**config.mk**
```make
export PLATFORM = sky130hd
export DESIGN_NAME = pll_divreinit_seq
export DESIGN_NICKNAME = d
export VERILOG_FILES = /design/src/rtl/pll_divreinit_pkg.sv /design/src/rtl/lock_sync.sv /design/src/rtl/seq_timer.sv /design/src/rtl/pll_divreinit_seq.sv
export SDC_FILE = /design/constraint.sdc
export NUM_CORES = 1
export LEC_CHECK = 0
export BUFFER_PORTS_ARGS = -buffer_cell sky130_fd_sc_hd__buf_2
export CORE_ASPECT_RATIO = 0.9
export CORE_MARGIN = 3
export CORE_UTILIZATION = 30
export CTS_BUF_LIST = sky130_fd_sc_hd__clkbuf_2
export CTS_CLUSTER_SIZE = 16
export DETAILED_ROUTE_END_ITERATION = 6
export HOLD_SLACK_MARGIN = 0.08
export PLACE_DENSITY_LB_ADDON = 0.12
export SLEW_MARGIN = 25
export SYNTH_ARGS = -nofsm -noshare
export SYNTH_HDL_FRONTEND = slang
export SYNTH_SLANG_ARGS = --single-unit
```
**constraint.sdc**
```tcl
create_clock -name clk -period 5.95 [get_ports clk]
set_clock_uncertainty 0.2 [all_clocks]
set_input_delay 0.8925 -clock clk [delete_from_list [all_inputs] [get_ports clk]]
set_output_delay 0.8925 -clock clk [all_outputs]
set_load 0.02 [all_outputs]
```
**src/rtl/pll_divreinit_pkg.sv**
```systemverilog
// Shared types for the PLL divider re-initialisation sequencer.
// Assumes nothing beyond IEEE 1800-2017 packages.
package pll_divreinit_pkg;

    typedef enum logic [2:0] {
        ST_IDLE,
        ST_WAIT,
        ST_PULSE_A,
        ST_GAP,
        ST_PULSE_B,
        ST_RSTREQ,
        ST_DONE
    } seq_state_e;

    // Largest of four positive counts, used to size the shared timer.
    function automatic int max4(input int a, input int b, input int c, input int d);
        int m;
        m = a;
        if (b > m) m = b;
        if (c > m) m = c;
        if (d > m) m = d;
        return m;
    endfunction

endpackage

```
**src/rtl/lock_sync.sv**
```systemverilog
// Two-stage synchronizer for a bundle of independent level signals.
// Assumes each bit changes slowly relative to clk and that the bits need
// not stay coherent with each other. Reset forces every stage low.
module lock_sync #(
    parameter int WIDTH = 2
) (
    input  logic             clk,
    input  logic             rst_n,
    input  logic [WIDTH-1:0] async_i,
    output logic [WIDTH-1:0] sync_o
);

    generate
        for (genvar b = 0; b < WIDTH; b++) begin : g_bit
            logic meta_q;
            logic stab_q;

            // Two flops per bit: first catches, second settles.
            always_ff @(posedge clk) begin
                if (!rst_n) begin
                    meta_q <= 1'b0;
                    stab_q <= 1'b0;
                end else begin
                    meta_q <= async_i[b];
                    stab_q <= meta_q;
                end
            end

            assign sync_o[b] = stab_q;
        end
    endgenerate

endmodule

```
**src/rtl/seq_timer.sv**
```systemverilog
// Phase timer: counts cycles since the last clear and saturates at all-ones.
// Assumes the owner clears it on every phase change.
module seq_timer #(
    parameter int CW = 10
) (
    input  logic          clk,
    input  logic          rst_n,
    input  logic          clear_i,
    output logic [CW-1:0] count_o
);

    localparam logic [CW-1:0] TOP = {CW{1'b1}};

    // Clear-or-increment counter with saturation.
    always_ff @(posedge clk) begin
        if (!rst_n || clear_i) begin
            count_o <= '0;
        end else if (count_o != TOP) begin
            count_o <= count_o + 1'b1;
        end
    end

endmodule

```
**src/rtl/pll_divreinit_seq.sv**
```systemverilog
// Lock-qualified double-pulse sequencer. After a qualified PLL lock it
// waits WAIT_CYC cycles and then drives two PULSE_CYC-wide pulses separated
// by GAP_CYC low cycles. It then requests a transmit reset for RST_CYC
// cycles and holds done. Any loss of qualified lock returns it to idle.
// Assumes clk is free-running and independent of the transceiver's clocks,
// that rx_only_i is static, and that every count parameter is at least 1.
module pll_divreinit_seq
    import pll_divreinit_pkg::*;
#(
    parameter int WAIT_CYC  = 1024,
    parameter int PULSE_CYC = 256,
    parameter int GAP_CYC   = 256,
    parameter int RST_CYC   = 16
) (
    input  logic clk,
    input  logic rst_n,
    input  logic tx_lock_i,
    input  logic rx_lock_i,
    input  logic rx_only_i,
    output logic div_pulse_o,
    output logic tx_rst_req_o,
    output logic done_o
);

    localparam int MAXC = max4(WAIT_CYC, PULSE_CYC, GAP_CYC, RST_CYC);
    localparam int CW   = $clog2(MAXC + 1);
    localparam logic [CW-1:0] LAST_WAIT  = CW'(WAIT_CYC - 1);
    localparam logic [CW-1:0] LAST_PULSE = CW'(PULSE_CYC - 1);
    localparam logic [CW-1:0] LAST_GAP   = CW'(GAP_CYC - 1);
    localparam logic [CW-1:0] LAST_RST   = CW'(RST_CYC - 1);

    logic [1:0]    lock_s;      // [1] transmit, [0] receive
    logic          lock_ok;
    logic [CW-1:0] cnt;
    logic          tmr_clr;
    seq_state_e    state_q, state_d;

    lock_sync #(.WIDTH(2)) u_sync (
        .clk     (clk),
        .rst_n   (rst_n),
        .async_i ({tx_lock_i, rx_lock_i}),
        .sync_o  (lock_s)
    );

    // Qualify lock: receive alone in rx-only mode, otherwise both PLLs.
    always_comb begin
        lock_ok = rx_only_i ? lock_s[0] : (lock_s[0] & lock_s[1]);
    end

    seq_timer #(.CW(CW)) u_tmr (
        .clk     (clk),
        .rst_n   (rst_n),
        .clear_i (tmr_clr),
        .count_o (cnt)
    );

    // Next phase: advance when the phase timer reaches its last cycle.
    always_comb begin
        state_d = state_q;
        if (!lock_ok) begin
            state_d = ST_IDLE;
        end else begin
            unique case (state_q)
                ST_IDLE:    state_d = ST_WAIT;
                ST_WAIT:    if (cnt == LAST_WAIT)  state_d = ST_PULSE_A;
                ST_PULSE_A: if (cnt == LAST_PULSE) state_d = ST_GAP;
                ST_GAP:     if (cnt == LAST_GAP)   state_d = ST_PULSE_B;
                ST_PULSE_B: if (cnt == LAST_PULSE) state_d = ST_RSTREQ;
                ST_RSTREQ:  if (cnt == LAST_RST)   state_d = ST_DONE;
                ST_DONE:    state_d = ST_DONE;
                default:    state_d = ST_IDLE;
            endcase
        end
    end

    // Restart the timer on every phase change and keep it parked when idle or done.
    always_comb begin
        tmr_clr = (state_d != state_q) || (state_q == ST_IDLE) || (state_q == ST_DONE);
    end

    // Phase register and registered outputs decoded from the next phase.
    always_ff @(posedge clk) begin
        if (!rst_n) begin
            state_q      <= ST_IDLE;
            div_pulse_o  <= 1'b0;
            tx_rst_req_o <= 1'b0;
            done_o       <= 1'b0;
        end else begin
            state_q      <= state_d;
            div_pulse_o  <= (state_d == ST_PULSE_A) || (state_d == ST_PULSE_B);
            tx_rst_req_o <= (state_d == ST_RSTREQ);
            done_o       <= (state_d == ST_DONE);
        end
    end

    // at most one output active at a time.
    p_outputs_exclusive_r6: assert property (@(posedge clk) disable iff (!rst_n)
        $onehot0({div_pulse_o, tx_rst_req_o, done_o}));

    // the reset request begins only as a pulse ends.
    p_req_follows_pulse_r6: assert property (@(posedge clk) disable iff (!rst_n)
        $rose(tx_rst_req_o) |-> $past(div_pulse_o));

    // done begins only as the reset request ends.
    p_done_follows_req_r7: assert property (@(posedge clk) disable iff (!rst_n)
        $rose(done_o) |-> $past(tx_rst_req_o));

    // done holds while the lock stays qualified.
    p_done_holds_r7: assert property (@(posedge clk) disable iff (!rst_n)
        (done_o && lock_ok) |=> done_o);

    // losing the lock clears every output on the next edge.
    p_drop_to_idle_r8: assert property (@(posedge clk) disable iff (!rst_n)
        !lock_ok |=> (!div_pulse_o && !tx_rst_req_o && !done_o));

    // reset forces every output low.
    p_reset_quiet_r9: assert property (@(posedge clk)
        !rst_n |=> (!div_pulse_o && !tx_rst_req_o && !done_o));

endmodule

```
Yosys cells after proc, flatten, opt, wreduce, memory -nomap -nowiden:

Cells that the tools add are included.

* register bits: 21

* eq/ne operators: 15
* muxes and demuxes: 8
* bitwise logic cells: 1
* $add $sub $neg: 1
* reduce and logical (&&, ||, !) cells: 6

Operators by type and width (number)
* case mux 3 bit (7 select lines): 1
* == test 3 bit, second input constant: 6
* two-way mux 3 bit: 6
* adder 11 x 1 -> 11 bit, second input constant: 1
* == test 11 x 10 -> 1 bit, second input constant: 1
* == test 11 x 4 -> 1 bit, second input constant: 1
* == test 11 x 8 -> 1 bit, second input constant: 1
* != test 11 bit, second input constant: 1
* == test 3 x 2 -> 1 bit, second input constant: 3
* logical OR 1 bit: 4
* == test 3 x 1 -> 1 bit, second input constant: 1
* zero test 3 bit: 1
* != test 3 bit: 1
* AND 1 bit: 1
* zero test 1 bit: 1
* two-way mux 1 bit: 1

Logic depth before layout (Yosys ltp):

* depth in word-level cells: 8
* gate-level depth with buffers: 8
* gate-level depth less buffers: 6

Hierarchy:

Synthesis repeated with hierarchy kept, for this count alone.

* cell total of the unflattened synthesis: 121
* area total of the unflattened synthesis: 1097.3 um2

By module, submodules not included
* seq_timer: cells each 58, area an instance 540.5 um2, times used 1, sequential area each 220.2 um2
* pll_divreinit_seq: cells each 53, area an instance 436.7 um2, times used 1, sequential area each 120.1 um2
* lock_sync: cells each 10, area an instance 120.1 um2, times used 1, sequential area each 80.1 um2

Worst setup path after synthesis:

Ideal clock, no wire load.

* kind: input to register
* start point: input rst_n
* end point: register u_tmr.count_o[2]
* path slack: 3918 ps
* stages: 6
* buffers on the path: 1
* arrival: 1759 ps
* cells stage by stage: o211ai_1 a211oi_1 o31a_1 o31ai_2 buf_6 nor3b_2

* word-level cells in the longest chain between the ends: 2

Ends and longest elaborated chain
* start, declared: line pll_divreinit_seq.sv:16 `input logic rst_n,`
* zero test 1 bit
* logical OR 1 bit: line seq_timer.sv:16 `if (!rst_n || clear_i) begin`
* end signal, assigned: line seq_timer.sv:19 `count_o <= count_o + 1'b1;`
* end, declared: line seq_timer.sv:9 `output logic [CW-1:0] count_o`

Every way passes these cells.
A chain may end at the register's enable or synchronous reset.

Final worst setup path:

* start point: register u_tmr.count_o[0]
* end point: register u_tmr.count_o[8]

* word-level cells in the longest chain between the ends: 8
* elaborated cells on any way between the ends: 16
* those cells by class: add/sub (1); eq/ne (5); mux (7); reduce/logical (3)

Ends and longest elaborated chain
* == test 11 x 4 -> 1 bit (tied with other cells): line pll_divreinit_seq.sv:69 `ST_RSTREQ: if (cnt == LAST_RST) state_d = ST_DONE;`
* two-way mux 3 bit (on tied branches)
* case mux 3 bit (7 select lines): line pll_divreinit_seq.sv:63 `unique case (state_q)`
* two-way mux 3 bit: line pll_divreinit_seq.sv:60 `if (!lock_ok) begin`
* != test 3 bit: line pll_divreinit_seq.sv:78 `tmr_clr = (state_d != state_q) || (state_q == ST_IDLE) || (state_q == ST_DONE);`
* logical OR 1 bit (2 in series): line pll_divreinit_seq.sv:78
* logical OR 1 bit: line seq_timer.sv:16

Several ways; a longest one is shown, not always the timed one.

==> out/metrics.csv <==
stage,metric,value,unit
status,status,"complete, no violations",
min_path,Hold Crit Class,reg2reg,
sta,max_slew headroom,52.8,%
cells_and_area,Diodes inserted,0,
clock_tree,Root Buffer,clkbuf_2,
cells_and_area,nets@finish,135,
yosys,largest family of logic cells by synthesized area,simple AND/OR/NAND/NOR gates,
clock_tree,CTS tree,built,
yosys,adder-cell share of the synthesized area,1.14,%
cells_and_area,Layout area overhead,6.97,%
clock_tree,clk_lat worst skew,0.32,ns
detailed_routing,WL final,2030,µm
detailed_routing,number of DRC markers in iteration 0,51,
floorplan,Core Footprint,0.00343,mm²
yosys,post-synthesis compound-gate area fraction,17.7,%
clock_tree,total CTS buffers,3,
detailed_routing,vias per inst,5.24,
critical_path,"Critical Path, Cell by Cell","ha_1, nand3_1, nor2_1, a32oi_1, o31ai_4, nor3_1",
yosys,Synth top area share,38.4,%
sta,pins over their slew limit,0,
floorplan,Initial Utilization,31.9,%
floorplan,Ports,8,
sta,max frequency,0.414,GHz
placed_design,IO Port Bufs,7,
flow_run,max_cap viols,0,
detailed_routing,Final ANT Viol Nets,0,
clock_tree,post-cts resize count,0,
placed_design,Inst Count DP,168,
sta,"Min Clock Period, post-route",2.42,ns
sta,Setup TNS Final,0,ns
placed_design,DP HPWL,1510,µm
yosys,Synth top cells by count,"dfxtp_1, nor2_1, nand3_1",
yosys,Syn Inst Count,122,
clock_tree,clk sink count,21,
yosys,most common cell in the netlist,dfxtp_1,
global_routing,vias in the first global route,797,
clock_tree,H-tree Lvls,1,
clock_tree,Post-CTS Repair Setup Buffers,0,
floorplan,Die W,69.7,µm
floorplan,DIE AREA,0.00441,mm²
critical_path,critical path's top delay family,compound AO/OA/AOI/OAI gates,
sta,Tcrit/Tclk final,40.6,%
detailed_routing,DRC viols,0,
yosys,Area contributors post-synth,"dfxtp_1, nand3_1, nor2_2",
yosys,"EDFF count, synth",0,
power,Pint,0.160,mW
floorplan,# rows,20,
placed_design,routability congestion estimate,0.744,
power,Gate power share,1.9,%
yosys,Simple-Gate Fraction of Synth Area,33.5,%
yosys,post-synthesis cell type count,48,
power,clock group share of total power,29.1,%
critical_path,Startpoint Class,register,
power,pwr/cell area,177,mW/mm²
yosys,multiplexer share of the synthesized area,0.914,%
yosys,register area share after synthesis,38.4,%
sta,RSZ-0062 raised after global routing,false,
critical_path,crit path buf inv count,0,
clock_tree,Post-CTS Hold Buffers,0,
global_routing,Tot GR Track Use,9.81,%
cells_and_area,Final Instance Count excl. Fillers,172,
detailed_routing,Pre-antenna DRT Iters,4,
clock_tree,CTS Buffer Depth,2,
clock_tree,clock slew at reported path FFs,0.21,ns
power,Max IR drop VDD,0.0966,mV
detailed_routing,Avg WL per Cell,11.8,µm
sta,Final Hold Vio Count,0,
critical_path,Crit. End Element,register,
global_routing,largest net degree at the start of global routing,17,
sta,hold slack,0.261,ns
yosys,ys async rst share,0,%
global_routing,initial antenna violation count,0,
sta,worst-margin pin slew,0.707,ns
critical_path,crit path DAT,2.43,ns
global_routing,global-route wire length before repair,3570,µm
critical_path,CP max-delay cell,o31ai_4,
yosys,Main synth FF type,dfxtp_1,
yosys,warnings from Yosys,0,
critical_path,data required time of the critical path,5.97,ns
yosys,synthesis-stage register bit count,21,
global_routing,global route overflow,0,
power,Switching Share,22.8,%
yosys,xor and xnor area share after synthesis,3.20,%
yosys,synthesized cell area,0.00109,mm²
detailed_routing,routed vias,901,
power,Pleak,0.385,nW
power,Reg power frac,69.0,%
power,P_sw,0.0472,mW
yosys,Avg Synthesized Cell Area,8.97,µm²
yosys,cell taking the most area after synthesis,dfxtp_1,
cells_and_area,ratio of cells with drive above 1 in the final layout,21.9,%
floorplan,Die H,63.3,µm
critical_path,"slowest stage delay, CP",0.64,ns
power,Power Total,0.207,mW
critical_path,Worst Path Max Fanout,11,
critical_path,kind of critical path,reg2reg,
sta,endpoints failing setup,0,
yosys,Post-Syn Nets,128,
==> power by group through the flow <==
stage / Combinational [mW] / Sequential, mW / Clock (mW)
finish: 0.00383 / 0.143 / 0.0604
global route: 0.00439 / 0.143 / 0.0709
CTS: 0.00389 / 0.143 / 0.0642
detailed placement: 0.00387 / 0.146 / 0
global placement: 0.00366 / 0.146 / 0
floorplan: 0.00216 / 0.145 / 0
==> path summary, 6_finish.rpt <==
| check | from | to | slack (ns) | cells after the start |
|---|---|---|---|---|
| worst max-delay path | u_tmr.count_o[0]$_SDFFE_PP0P_ | u_tmr.count_o[8]$_SDFFE_PP0P_ | 3.53 | 6 |
| worst min register to register | u_sync.g_bit[0].meta_q$_SDFF_PN0_ | u_sync.g_bit[0].stab_q$_SDFF_PN0_ | 0.26 | 1 |
| worst min-delay path | u_sync.g_bit[0].meta_q$_SDFF_PN0_ | u_sync.g_bit[0].stab_q$_SDFF_PN0_ | 0.26 | 1 |
| worst max register to register | u_tmr.count_o[0]$_SDFFE_PP0P_ | u_tmr.count_o[8]$_SDFFE_PP0P_ | 3.53 | 6 |
==> state kept, by name, indices dropped and copies added, names as in the netlist <==
register	flops
div_pulse_o	1
done_o	1
state_q	3
tx_rst_req_o	1
u_sync.g_bit.meta_q	2
u_sync.g_bit.stab_q	2
u_tmr.count_o	11
==> kinds of logic (layout without fill, tap and decap cells) <==
kind of cell,after synthesis,after routing
AO/OA/AOI/OAI,26,26
adder cells (fa/ha/maj),1,1
AND/OR/NAND/NOR,61,61
multiplexers,1,1
XOR/XNOR,4,4
buffers and inverters,8,14
flip-flops,21,21
==> metrics by stage <==
stage	instance area [µm²]	setup slack, ns	utilization (%)
final	1170	3.53	34.2
after global routing	1170	3.34	34.2
after CTS	1170	3.54	34.2
after detailed placement	1150	3.55	33.5
after global placement	1140	3.27	33.2
after floorplan	1090	3.92	-
==> layout by cell type, fill, tap and decap left out, types with 2 or more instances in the layout <==
| cell | count |
|---|---|
| nand2_1 | 3 |
| nor2_2 | 7 |
| clkbuf_2 | 3 |
| a21oi_1 | 2 |
| nor3_1 | 4 |
| nand3_1 | 10 |
| xor2_1 | 2 |
| o21ai_0 | 5 |
| a31oi_1 | 3 |
| and2_1 | 5 |
| nor3b_1 | 2 |
| and3_1 | 6 |
| xnor2_1 | 2 |
| buf_2 | 7 |
| inv_1 | 3 |
| dfxtp_1 | 21 |
| nor2_1 | 11 |
| nand4_1 | 3 |
==> cell type report <==
type	count	area [µm²]
tap	44	55.1
multi-input combinational	93	627
timing repair buffer	7	35.0
inverter	3	11.3
fill	344	2260
clock buffer	3	15.0
sequential	21	420
clock inverter	1	7.51
==> layer usage <==
layer / track usage, % / part of all wire (%) / up-vias
met5: 0 / 0 / -
met4: 1.44 / 0.54 / 0
met3: 3.83 / 3.9 / 2
met2: 14.4 / 44 / 14
met1: 13.9 / 52 / 420
li1: - / - / 465
Note: power is estimated with default switching activity, not from simulation.
